File: src/rtl/presettable_counter.sv
module presettable_counter #(
  parameter int STAGES = 2,
  localparam int W = 4 * STAGES
) (
  input  logic         clk,
  input  logic         clr_n,
  input  logic         load_n,
  input  logic         en_p,
  input  logic         en_t,
  input  logic [W-1:0] din,
  output logic [W-1:0] q,
  output logic         tc
);

  logic [STAGES:0] carry;
  assign carry[0] = en_t;

  for (genvar g = 0; g < STAGES; g++) begin : g_stage
    logic [3:0] nib;
    always_ff @(posedge clk or negedge clr_n) begin
      if (!clr_n)                nib <= 4'd0;
      else if (!load_n)          nib <= din[4*g +: 4];
      else if (en_p && carry[g]) nib <= nib + 4'd1;
    end
    assign carry[g+1]   = carry[g] & (&nib);
    assign q[4*g +: 4]  = nib;
  end

  assign tc = carry[STAGES];

  a_r3_load: assert property (@(posedge clk) disable iff (!clr_n)
    !load_n |=> q == $past(din));

  a_r4_count: assert property (@(posedge clk) disable iff (!clr_n)
    (load_n && en_p && en_t) |=> q == $past(q) + W'(1));

  a_r5_hold_par: assert property (@(posedge clk) disable iff (!clr_n)
    (load_n && !en_p) |=> $stable(q));

  a_r6_hold_trk: assert property (@(posedge clk) disable iff (!clr_n)
    (load_n && !en_t) |=> $stable(q));

  a_r7_term: assert property (@(posedge clk) disable iff (!clr_n)
    tc == (en_t && q == {W{1'b1}}));

endmodule

File: config.mk
export PLATFORM = sky130hd
export DESIGN_NAME = presettable_counter
export DESIGN_NICKNAME = d
export VERILOG_FILES = /design/src/rtl/presettable_counter.sv
export SDC_FILE = /design/constraint.sdc
export NUM_CORES = 1
export LEC_CHECK = 0
export ABC_AREA = 1
export BUFFER_PORTS_ARGS = -buffer_cell sky130_fd_sc_hd__buf_4
export CORE_AREA = 2 2 39 41
export DETAILED_ROUTE_END_ITERATION = 10
export DIE_AREA = 0 0 41 43
export HOLD_SLACK_MARGIN = 0.08
export MAX_ROUTING_LAYER = met4
export PLACE_DENSITY = 0.68
export REMOVE_ABC_BUFFERS = 1
export SLEW_MARGIN = 5
export SYNTH_ARGS = -nofsm -noshare
export SYNTH_HDL_FRONTEND = slang
export SYNTH_SLANG_ARGS = --single-unit
File: constraint.sdc
create_clock -name clk -period 1.5 [get_ports clk]
set_input_delay 0.3 -clock clk [delete_from_list [all_inputs] [get_ports clk]]
set_output_delay 0.3 -clock clk [all_outputs]
set_load 0.03 [all_outputs]
# Word-level counts from Yosys, hierarchy flattened
# Cells that the tools add are included.
# totals
register_bits	8
# op_classes
mux	4
n_bitwise	2
reduce_logical	4
addsub	2
n_eq_ne	2
# ops
operator	n
4-bit two-way mux	4
4-bit by 1-bit adder with 4-bit output (second input constant)	2
4-bit AND reduction	2
2-bit by 1-bit != test with 1-bit output (second input constant)	2
1-bit bitwise AND	2
1-bit logical AND	2

# Logic depth before layout (Yosys ltp)
# logic_depth
ltp_word	5
ltp_mapped	7

# Worst setup path before layout
# OpenSTA, ideal clock, no wires.
# synth_path
path_kind	register -> output
startpoint	reg g_stage[0].nib[0]
endpoint	out tc
setup_slack_ps	-690
required_ps	1200
path_stages_with_launch	4
arrival_time_ps	1890
n_path_buf	0
cell_sequence	dfrtp_1 -> ha_1 -> nand2_2 -> nor4_1
# synth_between
elab_chain_len	3
# synth_lines
element	line	rtl
start, declared	19	logic [3:0] nib;
start signal, assigned	22	else if (!load_n) nib <= din[4*g +: 4];
start signal, assigned	23	else if (en_p && carry[g]) nib <= nib + 4'd1;
4-bit AND reduction	25	assign carry[g+1] = carry[g] & (&nib);
1-bit bitwise AND (2 in a row)	25	
end, declared	12	output logic tc
# No other way between the ends.

# Worst setup path after layout
# Ends and elaborated chain as after synthesis.

==> results.py <==
metrics = {
    "floorplanning": {
        "fp.dieH_um": 43,
        "initial_utilization_pct": 38.52,
        "io_pins": 22,
        "core.rowCount": 14,
        "die-area_um2": 1763,
        "die_w_um": 41,
        "fp.coreArea_um2": 1384,
    },
    "run_status": {
        "status": "finished with violations",
        "violations": "setup timing",
    },
    "pwr": {
        "p_per_area_nw_per_um2": 961.4,
        "total_power_uw": 799.9,
        "ir_worst_vdd_mv": 0.4795,
        "power_leakage_nw": 0.4256,
    },
    "critical_path": {
        "startpoint_type": "register",
        "cp.required_ps": 1200,
        "path_class": "register to primary output",
        "critPathMaxFanout": 2,
        "cp_data_arrival_time_ps": 1340,
        "r2r-start": "g_stage[0].nib[0]",
        "cp-end-kind": "primary output",
        "startpoint": "g_stage[0].nib[0]",
    },
    "timing": {
        "setup_violations": 2,
        "finalHoldViolations": 0,
        "worstMarginPinSlew_ps": 192.3,
        "maxSlewHeadroom_pct": 87.07,
        "worst_slack_ps": -137.2,
        "drv_slew": 0,
        "rsz0062_at_grt": "yes",
        "fin_tns_setup_ps": -150.2,
        "fmax_mhz": 610.8,
        "fin_crit_ps": 1637,
        "finalClockSkew_ps": 0.9781,
        "finalCritPeriodShare_pct": 109.1,
        "holdWs_ps": 289.1,
    },
    "grt": {
        "grt_pass1_wl_um": 2076,
        "grt_pass1_vias": 510,
        "grtUsageMet3_pct": 6.283,
        "met1_usage_pct": 22.62,
        "grt_busiest_layer": "met2",
        "overflow": 0,
        "grtUsageTotal_pct": 18.12,
        "grt_antenna_before_repair": 0,
        "grtUsageMet2_pct": 25.62,
        "grt_max_degree": 13,
    },
    "drt": {
        "drt_iter0_drc": 15,
        "ant_nets": 0,
        "firstDrtPassIters": 4,
        "viasPerCell": 5.130,
        "routed_wl_um": 1466,
        "wl_per_cell_um": 12.75,
        "drc": 0,
        "vias": 590,
    },
    "logic_synthesis": {
        "ys_async_sr_fraction_pct": 100.0,
        "synth_warnings": 0,
        "ys_seq_area_share_pct": 37.56,
        "syn_inst": 65,
        "synth-seq-cells": 8,
        "synth_edf_count": 0,
        "synth_area_um2": 533.0,
        "synth_ff_type": "dfrtp_1",
        "yosysUniqueCellTypes": 22,
        "syn_avg_cell_area_um2": 8.200,
    },
    "cells_and_area": {
        "fillerInstances": 131,
        "fin_area_um2": 832.0,
        "fin_cells": 115,
        "syn_to_final_growth_pct": 56.10,
        "final_core_util_pct": 60.13,
        "regArea_um2": 200.2,
        "num_antenna_cells": 0,
        "regMostFlops": "g_stage.nib",
        "drive_gt1_share_pct": 45.45,
        "largest_register_ffs": 8,
        "multi_input_area_um2": 335.3,
        "nets": 116,
        "largestRegisters": "g_stage.nib: 8 flops",
    },
    "cts": {
        "cts_tree": "built",
        "htreeDepth": 1,
        "cts_buffer_depth": 2,
        "cts_root_buf": "clkbuf_4",
        "cts.sinks": 8,
        "cts_buffers": 3,
        "clock_latency_ps": 270,
        "clk_pin_slew_worst_paths_ps": 60,
    },
    "placed_design": {
        "dp.final_hpwl_um": 930.7,
        "place_area_um2": 719.4,
        "dp_cells": 104,
        "numPortBuffers": 21,
        "dp_slack_ps": 89.21,
        "finalWeightedCongestion": 0.7505,
    },
    "flow_run": {
        "max_cap_violations": 0,
    },
    "min_path": {
        "hold_class": "input port to register",
        "hp-start": "din[2]",
    },
}
## worst max-delay path, stage by stage (launching register included)
cell	delay, ps
dfrtp_1	400
ha_4	170
nand2_4	60
nor4_2	240
buf_4	200
## timing repair
| item | in CTS | in global routing |
|---|---|---|
| buffers inserted | 5 | 2 |
| hold buffers | 1 | 0 |
| setup endpoints to repair | 1 | 1 |
| resized for setup | 2 | 3 |
| pin swaps | 2 | 3 |
| endpoints found under the hold margin | 8 | 0 |
## logic make-up (layout without fill, tap and decap cells)
group	Yosys count	count (layout)	synth area share, %
buffers and inverters	3	37	3.989
AND/OR/NAND/NOR	43	43	39.91
AO/OA/AOI/OAI	7	7	10.56
flip-flops	8	8	37.56
XOR/XNOR	2	2	3.287
adder cells (fa/ha/maj)	2	2	4.694
## cell usage after synthesis, drive strengths merged, types with 2 or more instances
cell	count	area share (%)
o21ai	2	1.9
dfrtp	8	38
inv	2	1.4
nand3	9	9.4
ha	2	4.7
nor2	4	4.2
nand2	27	23
o211ai	2	2.8
## layout by cell type (no fill, tap or decap), types with 2 or more instances in the layout
cell type / count
o21ai_0: 2
clkbuf_4: 3
nor2_1: 3
nand2_1: 23
nand3_1: 8
o211ai_1: 2
dfrtp_1: 8
buf_4: 30
nand2_4: 3
## power by group
group	switching, mW	total, mW	internal [mW]
clock	0.0876	0.180	0.0925
sequential	0.0326	0.278	0.246
combinational	0.181	0.342	0.161
total	0.301	0.800	0.499
## path summary, 6_finish.rpt
check	endpoint	slack (ps)	cells past startpoint
setup reg to reg	g_stage[0].nib[3]	260	6
max in group asynchronous	g_stage[1].nib[1]	980	2
setup / recovery	tc	-140	4
hold / removal	g_stage[0].nib[2]	290	3
hold reg to reg	g_stage[1].nib[3]	600	2
min in group asynchronous	g_stage[0].nib[3]	390	2
## per-layer routing
layer / up-vias / part of all wire, %
met5: - / 0
met3: 4 / 6.8
met4: 0 / 1.8
li1: 288 / -
met1: 266 / 42
met2: 32 / 49
## layout make-up
type	count	share of cell area (%)
sequential	8	24.06
timing repair buffer	32	29.62
inverter	2	0.9023
tap	16	2.406
clock buffer	3	2.707
multi-input combinational	54	40.30
(Power assumes the default switching activity.)
